===== src/rtl/rsm_pkg.sv =====
`timescale 1ns/1ps
package rsm_pkg;
    typedef enum logic [1:0] {
        SL_FREE = 2'd0,
        SL_FILL = 2'd1,
        SL_WAIT = 2'd2,
        SL_HELD = 2'd3
    } slot_st_e;
endpackage


===== src/rtl/rsm_lowest.sv =====
`timescale 1ns/1ps
// Finds the lowest set bit of a request vector.
module rsm_lowest #(
    parameter int N  = 4,
    parameter int IW = 2
) (
    input  logic [N-1:0]  req,
    output logic          any,
    output logic [IW-1:0] idx
);
    always_comb begin
        any = 1'b0;
        idx = '0;
        for (int i = N - 1; i >= 0; i--) begin
            if (req[i]) begin
                any = 1'b1;
                idx = IW'(i);
            end
        end
    end
endmodule


===== src/rtl/rsm_pend.sv =====
`timescale 1ns/1ps
// FIFO of dropped packet keys, with a search port for duplicates.
module rsm_pend #(
    parameter int W     = 7,
    parameter int DEPTH = 4
) (
    input  logic         clk,
    input  logic         rst_n,
    input  logic         push,
    input  logic [W-1:0] push_key,
    input  logic         pop,
    output logic [W-1:0] head,
    output logic         empty,
    output logic         full,
    input  logic [W-1:0] probe,
    output logic         probe_hit
);
    localparam int PW = (DEPTH > 1) ? $clog2(DEPTH) : 1;
    localparam int CW = PW + 1;

    logic [W-1:0]  mem_q [DEPTH];
    logic [PW-1:0] rd_q;
    logic [CW-1:0] cnt_q;
    logic          push_ok;
    logic [PW-1:0] wr_idx;

    assign empty   = (cnt_q == '0);
    assign full    = (cnt_q == CW'(DEPTH));
    assign head    = mem_q[rd_q];
    assign push_ok = push && (!full || pop);
    assign wr_idx  = PW'((int'(rd_q) + int'(cnt_q)) % DEPTH);

    always_comb begin
        probe_hit = 1'b0;
        for (int i = 0; i < DEPTH; i++) begin
            if (CW'(i) < cnt_q && mem_q[PW'((int'(rd_q) + i) % DEPTH)] == probe)
                probe_hit = 1'b1;
        end
    end

    always_ff @(posedge clk) begin
        if (!rst_n) begin
            rd_q  <= '0;
            cnt_q <= '0;
            for (int i = 0; i < DEPTH; i++) mem_q[i] <= '0;
        end else begin
            if (push_ok) mem_q[wr_idx] <= push_key;
            if (pop && !empty) rd_q <= PW'((int'(rd_q) + 1) % DEPTH);
            cnt_q <= cnt_q + CW'(push_ok) - CW'(pop && !empty);
        end
    end
endmodule


===== src/rtl/rsm_slot.sv =====
`timescale 1ns/1ps
// One reassembly slot: owner key, received mask and lifecycle state.
module rsm_slot
    import rsm_pkg::*;
#(
    parameter int SRC_W = 4,
    parameter int REQ_W = 3,
    parameter int SEQ_W = 2
) (
    input  logic             clk,
    input  logic             rst_n,
    input  logic             in_valid,
    input  logic [SRC_W-1:0] in_src,
    input  logic [REQ_W-1:0] in_req,
    input  logic [SEQ_W-1:0] in_seq,
    input  logic [SEQ_W-1:0] in_last,
    input  logic             alloc,
    input  logic             release_go,
    input  logic             reserve,
    input  logic [SRC_W-1:0] rsv_src,
    input  logic [REQ_W-1:0] rsv_req,
    input  logic             sent,
    output logic             hit,
    output logic             is_free,
    output logic             is_held,
    output logic             owed,
    output logic             finish,
    output logic [SRC_W-1:0] cur_src,
    output logic [REQ_W-1:0] cur_req
);
    localparam int NFL = 1 << SEQ_W;

    slot_st_e         st_q, st_d;
    logic [SRC_W-1:0] src_q, src_d;
    logic [REQ_W-1:0] req_q, req_d;
    logic [NFL-1:0]   mask_q, mask_d;
    logic             owed_q, owed_d;

    logic [NFL-1:0] seq_bit, merged, fresh, need;

    function automatic logic [NFL-1:0] span(input logic [SEQ_W-1:0] l);
        logic [NFL-1:0] m;
        m = '0;
        for (int i = 0; i < NFL; i++) m[i] = (i <= int'(l));
        return m;
    endfunction

    assign seq_bit = {{(NFL-1){1'b0}}, 1'b1} << in_seq;
    assign merged  = mask_q | seq_bit;
    assign fresh   = seq_bit;
    assign need    = span(in_last);

    assign hit     = in_valid && (st_q != SL_FREE) && (src_q == in_src) && (req_q == in_req);
    assign is_free = (st_q == SL_FREE);
    assign is_held = (st_q == SL_HELD) && !owed_q;
    assign owed    = owed_q;
    assign cur_src = src_q;
    assign cur_req = req_q;

    // State register
    always_ff @(posedge clk) begin
        if (!rst_n) begin
            st_q   <= SL_FREE;
            src_q  <= '0;
            req_q  <= '0;
            mask_q <= '0;
            owed_q <= 1'b0;
        end else begin
            st_q   <= st_d;
            src_q  <= src_d;
            req_q  <= req_d;
            mask_q <= mask_d;
            owed_q <= owed_d;
        end
    end

    // Next state and outputs
    always_comb begin
        st_d   = st_q;
        src_d  = src_q;
        req_d  = req_q;
        mask_d = mask_q;
        owed_d = owed_q;
        finish = 1'b0;
        if (sent) owed_d = 1'b0;
        unique case (st_q)
            SL_FREE: begin
                if (alloc) begin
                    src_d  = in_src;
                    req_d  = in_req;
                    mask_d = fresh;
                    finish = (fresh == need);
                    st_d   = finish ? SL_HELD : SL_FILL;
                end
            end
            SL_FILL, SL_WAIT: begin
                if (hit) begin
                    mask_d = merged;
                    finish = (merged == need);
                    st_d   = finish ? SL_HELD : SL_FILL;
                end
            end
            SL_HELD: begin
                if (release_go) begin
                    if (reserve) begin
                        src_d  = rsv_src;
                        req_d  = rsv_req;
                        mask_d = '0;
                        owed_d = 1'b1;
                        st_d   = SL_WAIT;
                    end else if (alloc) begin
                        src_d  = in_src;
                        req_d  = in_req;
                        mask_d = fresh;
                        finish = (fresh == need);
                        st_d   = finish ? SL_HELD : SL_FILL;
                    end else begin
                        mask_d = '0;
                        st_d   = SL_FREE;
                    end
                end
            end
            default: st_d = SL_FREE;
        endcase
    end
endmodule


===== src/rtl/rtx_once_rx.sv =====
`timescale 1ns/1ps
// Receiver-side reassembly slot manager with retransmit-once recovery.
module rtx_once_rx #(
    parameter int NSLOT      = 4,
    parameter int SRC_W      = 4,
    parameter int REQ_W      = 3,
    parameter int SEQ_W      = 2,
    parameter int PEND_DEPTH = 4,
    parameter int SLOT_W     = (NSLOT > 1) ? $clog2(NSLOT) : 1
) (
    input  logic              clk,
    input  logic              rst_n,
    input  logic              flit_valid,
    input  logic [SRC_W-1:0]  flit_src,
    input  logic [REQ_W-1:0]  flit_req,
    input  logic [SEQ_W-1:0]  flit_seq,
    input  logic [SEQ_W-1:0]  flit_last,
    input  logic              rel_valid,
    input  logic [SLOT_W-1:0] rel_slot,
    output logic              done_valid,
    output logic [SLOT_W-1:0] done_slot,
    output logic [SRC_W-1:0]  done_src,
    output logic [REQ_W-1:0]  done_req,
    output logic              retx_valid,
    input  logic              retx_ready,
    output logic [SRC_W-1:0]  retx_src,
    output logic [REQ_W-1:0]  retx_req
);
    localparam int KEY_W = SRC_W + REQ_W;

    logic [NSLOT-1:0] hit_vec, free_vec, held_vec, owed_vec, fin_vec;
    logic [NSLOT-1:0] alloc_vec, sent_vec, rel_onehot, free_eff;
    logic [SRC_W-1:0] slot_src [NSLOT];
    logic [REQ_W-1:0] slot_req [NSLOT];

    logic             rel_ok, reserve_now, new_pkt, in_pend, push;
    logic             pend_empty, pend_full;
    logic [KEY_W-1:0] pend_head;
    logic             alloc_any, pick_any, fin_any;
    logic [SLOT_W-1:0] alloc_idx, pick_idx, fin_idx, sel;

    logic              lock_q, lock_d;
    logic [SLOT_W-1:0] sel_q;
    logic              dv_q, dv_d;
    logic [SLOT_W-1:0] ds_q, ds_d;
    logic [SRC_W-1:0]  dsrc_q, dsrc_d;
    logic [REQ_W-1:0]  dreq_q, dreq_d;

    // Release and allocation decisions
    assign rel_ok      = rel_valid && held_vec[rel_slot];
    assign rel_onehot  = rel_ok ? (NSLOT'(1) << rel_slot) : '0;
    assign reserve_now = rel_ok && !pend_empty;
    assign free_eff    = free_vec | (pend_empty ? rel_onehot : '0);
    assign new_pkt     = flit_valid && !(|hit_vec) && !in_pend;
    assign push        = new_pkt && !alloc_any;

    rsm_lowest #(.N(NSLOT), .IW(SLOT_W)) u_alloc_pick (
        .req(free_eff), .any(alloc_any), .idx(alloc_idx)
    );

    rsm_pend #(.W(KEY_W), .DEPTH(PEND_DEPTH)) u_pend (
        .clk(clk), .rst_n(rst_n),
        .push(push), .push_key({flit_src, flit_req}),
        .pop(reserve_now), .head(pend_head),
        .empty(pend_empty), .full(pend_full),
        .probe({flit_src, flit_req}), .probe_hit(in_pend)
    );

    generate
        for (genvar g = 0; g < NSLOT; g++) begin : g_slot
            assign alloc_vec[g] = new_pkt && alloc_any && (alloc_idx == SLOT_W'(g));
            assign sent_vec[g]  = retx_valid && retx_ready && (sel == SLOT_W'(g));
            rsm_slot #(.SRC_W(SRC_W), .REQ_W(REQ_W), .SEQ_W(SEQ_W)) u_slot (
                .clk(clk), .rst_n(rst_n),
                .in_valid(flit_valid), .in_src(flit_src), .in_req(flit_req),
                .in_seq(flit_seq), .in_last(flit_last),
                .alloc(alloc_vec[g]),
                .release_go(rel_onehot[g]),
                .reserve(reserve_now),
                .rsv_src(pend_head[KEY_W-1:REQ_W]),
                .rsv_req(pend_head[REQ_W-1:0]),
                .sent(sent_vec[g]),
                .hit(hit_vec[g]), .is_free(free_vec[g]), .is_held(held_vec[g]),
                .owed(owed_vec[g]), .finish(fin_vec[g]),
                .cur_src(slot_src[g]), .cur_req(slot_req[g])
            );
        end
    endgenerate

    // Retransmit port selection
    rsm_lowest #(.N(NSLOT), .IW(SLOT_W)) u_retx_pick (
        .req(owed_vec), .any(pick_any), .idx(pick_idx)
    );

    assign sel        = lock_q ? sel_q : pick_idx;
    assign retx_valid = pick_any;
    assign retx_src   = slot_src[sel];
    assign retx_req   = slot_req[sel];
    assign lock_d     = retx_valid && !retx_ready;

    // Completion report
    rsm_lowest #(.N(NSLOT), .IW(SLOT_W)) u_fin_pick (
        .req(fin_vec), .any(fin_any), .idx(fin_idx)
    );

    always_comb begin
        dv_d   = fin_any;
        ds_d   = fin_idx;
        dsrc_d = flit_src;
        dreq_d = flit_req;
    end

    always_ff @(posedge clk) begin
        if (!rst_n) begin
            lock_q <= 1'b0;
            sel_q  <= '0;
            dv_q   <= 1'b0;
            ds_q   <= '0;
            dsrc_q <= '0;
            dreq_q <= '0;
        end else begin
            lock_q <= lock_d;
            sel_q  <= sel;
            dv_q   <= dv_d;
            ds_q   <= ds_d;
            dsrc_q <= dsrc_d;
            dreq_q <= dreq_d;
        end
    end

    assign done_valid = dv_q;
    assign done_slot  = ds_q;
    assign done_src   = dsrc_q;
    assign done_req   = dreq_q;
endmodule


===== config.mk =====
export PLATFORM = sky130hd
export DESIGN_NAME = rtx_once_rx
export DESIGN_NICKNAME = d
export VERILOG_FILES = /design/src/rtl/rsm_pkg.sv /design/src/rtl/rsm_lowest.sv /design/src/rtl/rsm_pend.sv /design/src/rtl/rsm_slot.sv /design/src/rtl/rtx_once_rx.sv
export SDC_FILE = /design/constraint.sdc
export NUM_CORES = 1
export LEC_CHECK = 0
export BUFFER_PORTS_ARGS = -buffer_cell sky130_fd_sc_hd__buf_2
export CAP_MARGIN = 20
export CORE_MARGIN = 1
export CORE_UTILIZATION = 42
export DETAILED_ROUTE_END_ITERATION = 10
export SLEW_MARGIN = 20
export SYNTH_ARGS = -nofsm -noshare
export SYNTH_HDL_FRONTEND = slang
export SYNTH_SLANG_ARGS = --single-unit

===== constraint.sdc =====
create_clock -name clk -period 4 [get_ports clk]
set_clock_uncertainty 0.1 [all_clocks]
set_input_delay 0.4 -clock clk [delete_from_list [all_inputs] [get_ports clk]]
set_output_delay 0.4 -clock clk [all_outputs]
set_load 0.01 [all_outputs]

Yosys cells after proc, flatten, opt, wreduce, memory -nomap -nowiden
Memories as Yosys holds them, arrays and structs flattened. A register that Yosys moved wholly into a read port is not among the register bits.
Index checks and enable logic that the tools add are counted.
{"block": "word_totals", "register_bits": 74, "ramBits": 28, "memories": 1}
{"block": "classes", "shift": 2, "n_addsub": 6, "n_mux": 168, "n_reduce_logical": 80, "n_eq_ne": 48, "order_cmp": 9, "bitwise": 7}
{"memory": "u_pend.mem_q", "words": 4, "width": 7, "read_ports": 4, "rd_clocked_by_memory_dff": 1, "wr": 4, "line_no": "rsm_pend.sv:21", "source": "logic [W-1:0] mem_q [DEPTH];"}
{"operator": "4-bit 2-to-1 mux", "n": 36}
{"operator": "2-bit 2-to-1 mux", "n": 39}
{"operator": "1-bit 2-to-1 mux", "n": 55}
{"operator": "4-bit case mux with 3 select lines", "n": 4}
{"operator": "3-bit 2-to-1 mux", "n": 14}
{"operator": "1-bit logical AND", "n": 38}
{"operator": "4-bit == test", "n": 9}
{"operator": "4-bit case mux with 2 select lines", "n": 4}
{"operator": "7-bit == test", "n": 4}
{"operator": "2-bit == test, second input constant", "n": 12}
{"operator": "2-bit case mux with 3 select lines", "n": 4}
{"operator": "3-bit case mux with 2 select lines", "n": 4}
{"operator": "4-bit OR", "n": 5}
{"operator": "2-bit by 1-bit inequality test with 1-bit output, second input constant", "n": 8}
{"operator": "2-bit nonzero test", "n": 8}
{"operator": "2-bit by 1-bit == test with 1-bit output, second input constant", "n": 6}
{"operator": "3-bit == test", "n": 4}
{"operator": "2-bit logical NOT", "n": 6}
{"operator": "1-bit case mux with 3 select lines", "n": 4}
{"operator": "3-bit AND reduction", "n": 4}
{"operator": "1-bit logical NOT", "n": 10}
{"operator": "2-bit OR reduction", "n": 5}
{"operator": "4-bit binary-select mux with 2-bit select", "n": 1}
{"operator": "2-bit inequality test, second input constant", "n": 4}
{"operator": "24 further kinds", "n": 32}

Logic depth before layout (Yosys ltp)
Gate-level depths: netlist of the first run.
{"block": "depth", "depth_word": 22, "ltp_mapped": 17}

Cells and area by module
A second synthesis of the first run with hierarchy kept.
{"block": "hier_totals", "cells_unflattened": 814, "area_unflattened_um2": 7245.7}
{"module": "rsm_slot at g_slot[0].u_slot ...", "cells_per_inst": 127, "area_per_inst_um2": 978.4, "n_inst": 3}
{"module": "rsm_pend", "cells_per_inst": 214, "area_per_inst_um2": 2506.2, "n_inst": 1}
{"module": "rsm_slot at g_slot[1].u_slot", "cells_per_inst": 127, "area_per_inst_um2": 954.7, "n_inst": 1}
{"module": "rtx_once_rx", "cells_per_inst": 71, "area_per_inst_um2": 744.5, "n_inst": 1}
{"module": "rsm_lowest", "cells_per_inst": 7, "area_per_inst_um2": 35.0, "n_inst": 3}

Worst setup path before layout of the first run
Ideal clock, no wire load.
{"block": "synth_path", "path_kind": "register to register", "from": "register u_pend.rd_q[0]", "to": "memory u_pend.mem_q[3][0], enable pin", "setup_time_ns": 0.383, "arrival_time_ns": 3.088, "slack_ns": 0.429, "stages_incl_launch_ff": 12, "required_time_ns": 3.517, "path_cell_list": "dfxtp_1 -> buf_6 -> buf_12 -> mux4_2 -> xnor2_1 -> nand4_1 -> nor2_1 -> nor3b_4 -> nand4_4 -> or4b_1 -> buf_2 -> o31ai_1"}
{"element": "from (decl)", "line_no": "rsm_pend.sv:22", "source": "logic [PW-1:0] rd_q;"}
{"element": "from (signal assigned)", "line_no": "rsm_pend.sv:48", "source": "if (pop && !empty) rd_q <= PW'((int'(rd_q) + 1) % DEPTH);"}
{"element": "to (decl)", "line_no": "rsm_pend.sv:21"}

==> results of run 1 <==
==> per-stage QoR <==
| stage | instance area (um^2) | power, mW |
|---|---|---|
| 2_1_floorplan | 6750 | 1.89 |
| 3_3_place_gp | 7110 | 2.12 |
| 3_5_place_dp | 7110 | 2.14 |
| 4_1_cts | 7430 | 3.07 |
| 5_1_grt | 7430 | 3.20 |
| 6_report | 7430 | 3.06 |
==> synthesized netlist by cell type (4+ instances only) <==
| master | count | area share |
|---|---|---|
| nand4_1 | 12 | 0.011 |
| mux2i_1 | 15 | 0.022 |
| o31ai_1 | 5 | 0.0056 |
| nor2_1 | 64 | 0.036 |
| o221ai_1 | 8 | 0.010 |
| clkbuf_1 | 22 | 0.012 |
| nand3_1 | 10 | 0.0074 |
| o22ai_1 | 10 | 0.0093 |
| dfxtp_1 | 76 | 0.23 |
| o221a_2 | 14 | 0.023 |
| mux4_2 | 21 | 0.070 |
| nor4_1 | 9 | 0.0083 |
| edfxtp_1 | 28 | 0.12 |
| a31oi_1 | 7 | 0.0065 |
| xor2_1 | 20 | 0.026 |
| nor2_2 | 7 | 0.0065 |
| a211oi_1 | 4 | 0.0045 |
| nor3_1 | 11 | 0.0082 |
| xnor2_1 | 46 | 0.060 |
| or3_1 | 8 | 0.0074 |
| ha_1 | 13 | 0.024 |
| mux4_1 | 7 | 0.027 |
| o21a_1 | 13 | 0.014 |
| o21ai_0 | 24 | 0.018 |
| a22o_1 | 10 | 0.013 |
| nand2b_1 | 10 | 0.0093 |
| a221oi_1 | 12 | 0.016 |
| a21oi_1 | 39 | 0.029 |
| o211ai_1 | 4 | 0.0045 |
| nand2_1 | 48 | 0.027 |
| inv_1 | 55 | 0.031 |
| and2_1 | 11 | 0.010 |
| nor2b_1 | 5 | 0.0046 |
| buf_2 | 9 | 0.0067 |
| and3_1 | 6 | 0.0056 |
==> worst paths after layout <==
| check | startpoint | to | slack [ns] | cells past startpoint |
|---|---|---|---|---|
| hold reg to reg | g_slot[3].u_slot.mask_q[0] | g_slot[3].u_slot.mask_q[0] | 0.36 | 2 |
| hold / removal | retx_ready | lock_q | 0.13 | 2 |
| setup reg to reg | register | u_pend.cnt_q[2] | 0.30 | 13 |
| setup / recovery | register | u_pend.cnt_q[2] | 0.30 | 13 |
==> registers in the layout, indices dropped and copies added (netlist names), named ones only <==
signal,flops
g_slot.u_slot.cur_req,12
g_slot.u_slot.st_q,8
done_src,4
done_req,3
g_slot.u_slot.cur_src,16
g_slot.u_slot.mask_q,16
done_slot,2
sel_q,2
u_pend.rd_q,2
u_pend.cnt_q,3
g_slot.u_slot.owed,4
done_valid,1
u_pend.mem_q,28
lock_q,1
==> per-layer routing <==
metal	vias up	global-route usage	wire, um
met2	168	0.365	8330
met4	0	0.0768	364
met3	29	0.0407	814
met5	-	0	0
li1	2690	-	-
met1	2806	0.305	8390
==> report_power, final <==
| part | total (mW) | switching, mW | internal [mW] | leakage, nW |
|---|---|---|---|---|
| combinational | 0.845 | 0.498 | 0.347 | 1.72 |
| clock | 0.933 | 0.433 | 0.499 | 0.151 |
| sequential | 1.28 | 0.0957 | 1.18 | 0.907 |
==> cell families after synthesis <==
| logic type | share of synthesized area |
|---|---|
| DFF | 0.350 |
| muxes | 0.121 |
| xor gates and xnor gates | 0.0857 |
| AOI/OAI and AO/OA | 0.190 |
| buffers and inverters | 0.0655 |
| adders and majority gates | 0.0271 |
| and+or+nand+nor | 0.160 |
==> layout make-up <==
type | count | area [um^2] | area share
inverters | 57 | 214 | 0.0288
clock inverters | 7 | 88.8 | 0.0120
multi-input cells | 518 | 3940 | 0.531
repair buffers | 54 | 330 | 0.0445
well taps | 211 | 264 | 0.0355
clock buffers | 9 | 225 | 0.0303
flip-flops and latches | 104 | 2360 | 0.318
==> repair_timing <==
action,CTS,global route
setup endpoints to repair,0,16
gates resized for setup,0,1
hold buffers,0,0
==> impl_metrics.tcl, run 1 <==
set metrics [dict create \
    cts_max_level 3 \
    cts_tree "yes" \
    ioPinCount 36 \
    path_max_fanout 7 \
    max_cap_viol_count 0 \
    synth.ff_latch_count 104 \
    worstMarginPinSlew_ns 0.795 \
    cp_top_family "simple AND/OR/NAND/NOR gates" \
    clk_path_buf_depth 2 \
    setup_viol 0 \
    async_flop_share 0 \
    first_global_vias 5379 \
    drt-total-wl_um 17900 \
    fillCellCount 1483 \
    fin_cells 960 \
    cts.sinks 104 \
    die_w_um 129 \
    remaining_drc_errors 0 \
    yosysSeqAreaShare 0.350 \
    cts_setup_buffers 0 \
    yosys_warnings 0 \
    areaGrowthSynthToFinish_pct 10.1 \
    layout-drive-gt1-share 0.164 \
    clk_latency_ns 0.36 \
    drt_iter0_markers 541 \
    track_usage 0.226 \
    yosysUniqueCellTypes 70 \
    max-slew-margin-rel 0.469 \
    crit_path_end_kind "register" \
    vias 5693 \
    rsz0062_at_grt "no" \
    grt_max_degree 42 \
    power.density_nw_per_um2 412 \
    die-area_um2 16600 \
    worstPathRequired_ns 4.14 \
    fmax_ghz 0.270 \
    fin_crit_sh 0.925 \
    grt_pass1_wl_um 28700 \
    arrival_ns 3.84 \
    diodes 0 \
    cts_root_buf "clkbuf_16" \
    wl_per_cell_um 18.6 \
    status "completed" \
    dpl.cell_count 944 \
    place_congestion 0.895 \
    setup_slack_ns 0.300 \
    max_stage_delay_ns 0.66 \
    vdd_ir_drop_max_mv 0.257 \
    hp-class "primary input to register" \
    syn_nets 753 \
    port_buffers 35 \
    syn-cell-area_um2 6750 \
    antenna_found_initial 0 \
    setup_tns_ns 0 \
    overflow 0 \
    period_minus_slack_ns 3.70 \
    p_leak_nw 2.78 \
    syn_inst 721 \
    syn_avg_cell_area_um2 9.36 \
    clk_pin_slew_ns 0.08 \
    die_y_um 129 \
    initial_core_util 0.437 \
    routed_via_density 5.93 \
    rows 45 \
    utilization 0.482 \
    cts_buffers 9 \
    crit_slowest_cell "mux4_2" \
    hold_ws_ns 0.126 \
    layout_common_cells "dfxtp_1, nor2_1, inv_1" \
    hold_viol_final 0 \
    dr.pass1.iters 4 \
    path_cells "mux4_2 > xnor2_1 > nor4_1 > nand4_1 > o21a_4 > nand4_4 > or4b_1 > inv_1 > ha_1 > inv_1 > fa_1 > xnor2_1 > nor2_1" \
    ant_nets 0 \
    mostFrequentLayoutCell "dfxtp_1" \
    dominantRegCellSynth "dfxtp_1" \
    nets 776 \
    drv_slew 0 \
    pre_cts_slack_ns 0.106 \
    coreArea_um2 15400 \
    synth_edf_count 28 \
    cp-start-kind "register" \
    cp.buffers_inverters 2 \
    dp_hpwl_um 13500 \
    path_class "register to register" \
]
Power figures use the tool's default switching activity.
==> run 2: changes to the inputs <==
--- a/config.mk
+++ b/config.mk
@@ -13,4 +13,5 @@
 export SLEW_MARGIN = 20
 export SYNTH_ARGS = -nofsm -noshare
 export SYNTH_HDL_FRONTEND = slang
+export SYNTH_HIERARCHICAL = 1
 export SYNTH_SLANG_ARGS = --single-unit
==> run 2 against run 1 <==
  * Critical path depth rose by 5
  * Final cell count up 11%
  * Worst hold slack improved by 0.052 ns
  * Utilization is 0.42 points lower
  * Count of clock-buffer cells in the layout grew 1
  * Cell area rose by 7.3%
  * Sequential power rose by 9%
  * Area after synthesis is 7.3% higher
  * Via count grew 9.4%
  * Setup slack better by 0.048 ns
  * Register-to-register slack gained 0.05 ns
  * Sequential share of layout area is 2.2 points lower
  * Critical endpoint is now u_pend/cnt_q[2]
  * Largest cell class unchanged
==> impl_metrics.tcl, run 2 <==
set metrics [dict create \
    areaGrowthSynthToFinish_pct 10.1 \
    coreArea_um2 16700 \
    die_y_um 133 \
    setup_tns_ns 0 \
    crit_path_end_kind "register" \
    grt_max_degree 75 \
    worstMarginPinSlew_ns 0.866 \
    min_from "retx_ready" \
    nets 871 \
    antenna_found_initial 1 \
    hold_ws_ns 0.179 \
    p_leak_nw 3.17 \
    first_global_vias 5676 \
    setup_slack_ns 0.348 \
    drt-total-wl_um 19800 \
    max_cap_viol_count 0 \
    top_layer "met4" \
    hold_viol_final 0 \
    syn_inst 813 \
    met3WireLength_um 820 \
    die_w_um 133 \
    mostFrequentLayoutCell "nand2_1" \
    fmax_ghz 0.274 \
    crit_end "u_pend/cnt_q[2]" \
    r2r_setup_slack_ns 0.35 \
    pre_cts_slack_ns 0.306 \
    met2_length_um 9320 \
    layout_common_cells "nand2_1, dfxtp_1, nand3_1" \
    status "completed" \
    largest_reg_flops 28 \
    drv_slew 0 \
    regToRegStartpoint "u_pend/rd_q[0]" \
    top_register "u_pend/mem_q" \
    drt-met1-wl_um 9230 \
    port_buffers 35 \
    cts_hold_buffers 0 \
    routed_via_density 5.86 \
    vdd_ir_drop_max_mv 0.273 \
    cts_root_buf "clkbuf_16" \
    vias 6230 \
    arrival_ns 3.80 \
    clk_pin_slew_ns 0.07 \
    ant_nets 0 \
    rr_worst_depth 18 \
    cp-startpoint "u_pend/rd_q[0]" \
    rsz0062_at_grt "no" \
    die-area_um2 17800 \
    period_minus_slack_ns 3.65 \
    rows 47 \
    cts.sinks 104 \
    diodes 0 \
    cts_max_level 3 \
    power.density_nw_per_um2 456 \
    clk_path_buf_depth 2 \
    dp_hpwl_um 14400 \
    path_class "register to register" \
    dr.pass1.iters 6 \
    cts_buffers 9 \
    hp-class "primary input to register" \
    syn_nets 845 \
    track_usage 0.230 \
    cts_tree "yes" \
    cts_setup_buffers 0 \
    layout-drive-gt1-share 0.133 \
    path_max_fanout 26 \
    ioPinCount 36 \
    place_congestion 0.890 \
    r2r_end "u_pend/cnt_q[2]" \
    overflow 0 \
    max-slew-margin-rel 0.411 \
    grt_pass1_wl_um 31800 \
    yosys_warnings 6 \
    drt_iter0_markers 607 \
    syn-cell-area_um2 7240 \
    fin_crit_sh 0.913 \
    remaining_drc_errors 0 \
    worstPathRequired_ns 4.15 \
    syn_avg_cell_area_um2 8.91 \
    fillCellCount 1662 \
    cp-start-kind "register" \
    setup_viol 0 \
    clk_latency_ns 0.36 \
    initial_core_util 0.434 \
    wl_per_cell_um 18.6 \
]
-- run 2: cell types whose count changed in the layout (fill, tap and decap cells not counted), moves of 12 or more --
cell      previous run  this run
a221oi_1            12         0
nand2_1             48       100
nor2b_1              5        20
nand3_1             10        65
a21oi_1             39        19
o211a_1              3        24
o221a_2             14         0
and2_1              11        42
nor2_1              64        39
inv_1               55        31
-- run 2: metrics by stage --
| step | cell area, um^2 | cells | total power [mW] | util |
|---|---|---|---|---|
| final | 7970 | 1064 | 3.63 | 0.477 |
| after global routing | 7970 | 1064 | 3.85 | 0.477 |
| after CTS | 7970 | 1064 | 3.65 | 0.477 |
| after detailed placement | 7660 | 1048 | 2.70 | 0.459 |
| after global placement | 7660 | 1048 | 2.70 | 0.459 |
| after floorplan | 7240 | 813 | 2.33 | - |
-- run 2: worst max-delay path: stages (launching register included) --
cell	delay [ns]
dfxtp_1	0.36
buf_12	0.22
mux2i_1	0.35
a211oi_1	0.12
and4_1	0.23
o2111ai_1	0.24
nand4_1	0.15
nor2b_1	0.16
nand2_1	0.06
nor2_1	0.13
o21a_1	0.16
inv_1	0.08
ha_1	0.29
inv_1	0.05
ha_1	0.12
inv_1	0.05
fa_1	0.37
xor2_1	0.17
and2_1	0.14
-- run 2: layout make-up --
type | count | area, um^2 | area share
clock inverter | 6 | 75.1 | 0.00942
tap | 220 | 275 | 0.0345
inverter | 35 | 131 | 0.0165
sequential | 104 | 2360 | 0.296
timing repair buffer | 58 | 360 | 0.0452
multi-input combinational | 631 | 4540 | 0.569
clock buffer | 10 | 229 | 0.0287
-- run 2: where the power goes --
part	switching, mW	internal [mW]	total (mW)
Sequential	0.157	1.23	1.39
Combinational	0.754	0.553	1.31
Clock	0.442	0.497	0.939
-- run 2: timing repair --
action,in CTS,in global routing
setup endpoints to repair,0,1
hold endpoints to repair,0,0
resized for setup,0,1
-- run 2: per-layer routing --
| metal | track usage | vias to the layer above |
|---|---|---|
| met5 | 0 | - |
| met4 | 0.0694 | 0 |
| met3 | 0.0400 | 29 |
| met2 | 0.376 | 168 |
| met1 | 0.311 | 3005 |
| li1 | - | 3028 |
-- run 2: how the worst min path moves through the flow --
stage / end / cells after the start
3_3_place_gp: g_slot[2].u_slot/mask_q[0] / 2
3_5_place_dp: g_slot[2].u_slot/mask_q[0] / 2
5_1_grt: lock_q / 2
2_1_floorplan: g_slot[0].u_slot/mask_q[0] / 2
6_report: lock_q / 2
4_1_cts: lock_q / 2
==> run 3: changes to the inputs <==
--- a/config.mk
+++ b/config.mk
@@ -10,6 +10,7 @@
 export CORE_MARGIN = 1
 export CORE_UTILIZATION = 42
 export DETAILED_ROUTE_END_ITERATION = 10
+export REMOVE_ABC_BUFFERS = 1
 export SLEW_MARGIN = 20
 export SYNTH_ARGS = -nofsm -noshare
 export SYNTH_HDL_FRONTEND = slang
==> constraint.sdc (replaced) <==
create_clock -name clk -period 3.65 [get_ports clk]
set_clock_uncertainty 0.1 [all_clocks]
set_input_delay 0.365 -clock clk [delete_from_list [all_inputs] [get_ports clk]]
set_output_delay 0.365 -clock clk [all_outputs]
set_load 0.01 [all_outputs]
==> run 3 against run 2 <==
  * Maximum frequency is 6.0% higher
  * Wire length increased by 2.6%
  * Power up 11%
  * Global-route usage grew 0.25 points
  * Clock power rose by 8%
  * Largest power group unchanged
  * Highest routed layer unchanged
==> impl_metrics.tcl, run 3 (synthesized netlist as in run 2, its figures left out) <==
set metrics [dict create \
    path_class "register to register" \
    period_minus_slack_ns 3.45 \
    cts_max_level 3 \
    cts.sinks 104 \
    dpl.cell_count 1075 \
    remaining_drc_errors 0 \
    fin_cells 1093 \
    setup_tns_ns 0 \
    die-area_um2 17800 \
    status "completed" \
    clk_path_buf_depth 2 \
    cts_root_buf "clkbuf_16" \
    overflow 0 \
    top_register "u_pend/mem_q" \
    largest_reg_flops 28 \
    mostFrequentLayoutCell "nand2_1" \
    wl_per_cell_um 18.6 \
    layout-drive-gt1-share 0.170 \
    first_global_vias 5960 \
    ant_nets 0 \
    worstPathRequired_ns 3.79 \
    rsz0062_at_grt "no" \
    drv_slew 0 \
    areaGrowthSynthToFinish_pct 14.1 \
    fillCellCount 1617 \
    place_congestion 0.897 \
    layout_common_cells "nand2_1, dfxtp_1, nand3_1" \
    p_leak_nw 3.34 \
    worstMarginPinSlew_ns 0.834 \
    nets 900 \
    die_w_um 133 \
    vdd_ir_drop_max_mv 0.281 \
    clk_latency_ns 0.36 \
    antenna_found_initial 0 \
    max-slew-margin-rel 0.433 \
    arrival_ns 3.59 \
    drt_iter0_markers 490 \
    diodes 0 \
    port_buffers 35 \
    dr.pass1.iters 5 \
    dp_hpwl_um 14400 \
    crit_path_end_kind "register" \
    grt_max_degree 55 \
    drt-total-wl_um 20300 \
    cts_setup_buffers 0 \
    vias 6331 \
    initial_core_util 0.434 \
    fmax_ghz 0.290 \
    ioPinCount 36 \
    power.density_nw_per_um2 486 \
    routed_via_density 5.79 \
    cts_buffers 9 \
    hp-class "primary input to register" \
    grt_pass1_wl_um 32300 \
    clk_pin_slew_ns 0.07 \
    rows 47 \
    cp-start-kind "register" \
    fin_crit_sh 0.944 \
    cts_tree "yes" \
    die_y_um 133 \
    max_cap_viol_count 0 \
    hold_viol_final 0 \
    path_max_fanout 7 \
    coreArea_um2 16700 \
    track_usage 0.233 \
    utilization 0.495 \
    setup_viol 0 \
]
==> run 3: worst max-delay path: stages (launching register included) <==
cell	delay, ns
dfxtp_4	0.39
buf_12	0.15
mux4_2	0.51
xor2_1	0.17
nor4_2	0.28
nand4_1	0.12
nand4_1	0.14
nor2b_2	0.06
nand2_1	0.05
nor2_1	0.03
o21a_1	0.11
inv_1	0.09
ha_1	0.23
inv_1	0.06
ha_1	0.13
inv_1	0.05
fa_1	0.37
xor2_1	0.16
and2_1	0.15
==> run 3: final cells by class <==
type	instances	area, um^2	area share
repair buffers	87	626	0.0757
flip-flops and latches	104	2370	0.287
well taps	220	275	0.0333
inverters	35	131	0.0159
clock inverters	4	55.1	0.00666
multi-input cells	631	4560	0.552
clock buffers	12	248	0.0300
==> run 3: metrics by stage <==
step | worst slack [ns] | instance area [um^2] | power, mW | hold slack, ns
floorplan | -2.04 | 7010 | 2.52 | 0.337
global placement | 0.138 | 7880 | 3.00 | 0.354
detailed placement | 0.0343 | 7880 | 3.01 | 0.363
CTS | 0.0274 | 8180 | 4.03 | 0.0756
global route | 0.0184 | 8260 | 4.25 | 0.0842
finish | 0.203 | 8260 | 4.02 | 0.0886
==> run 3: final timing paths <==
check | endpoint | startpoint | slack, ns | cells after the start
min reg2reg | g_slot[0].u_slot/mask_q[0] | g_slot[0].u_slot/mask_q[0] | 0.37 | 2
max | u_pend/cnt_q[2] | u_pend/rd_q[0] | 0.20 | 18
max reg2reg | u_pend/cnt_q[2] | u_pend/rd_q[0] | 0.20 | 18
min | lock_q | retx_ready | 0.09 | 2
==> run 3: report_power, final <==
part	internal, mW	total [mW]	switching [mW]
sequential	1.35	1.51	0.168
clock	0.557	1.01	0.451
combinational	0.653	1.50	0.844
==> run 3: per-layer routing <==
| metal | vias to the layer above | track usage | routed length (um) |
|---|---|---|---|
| met3 | 29 | 0.0278 | 1070 |
| met4 | 0 | 0.0846 | 404 |
| li1 | 3084 | - | - |
| met1 | 3013 | 0.333 | 9540 |
| met5 | - | 0 | 0 |
| met2 | 205 | 0.361 | 9280 |
==> run 3: timing repair <==
item,CTS,global route
gates resized for setup,0,11
endpoints found under the setup margin,0,21
hold buffers,0,0
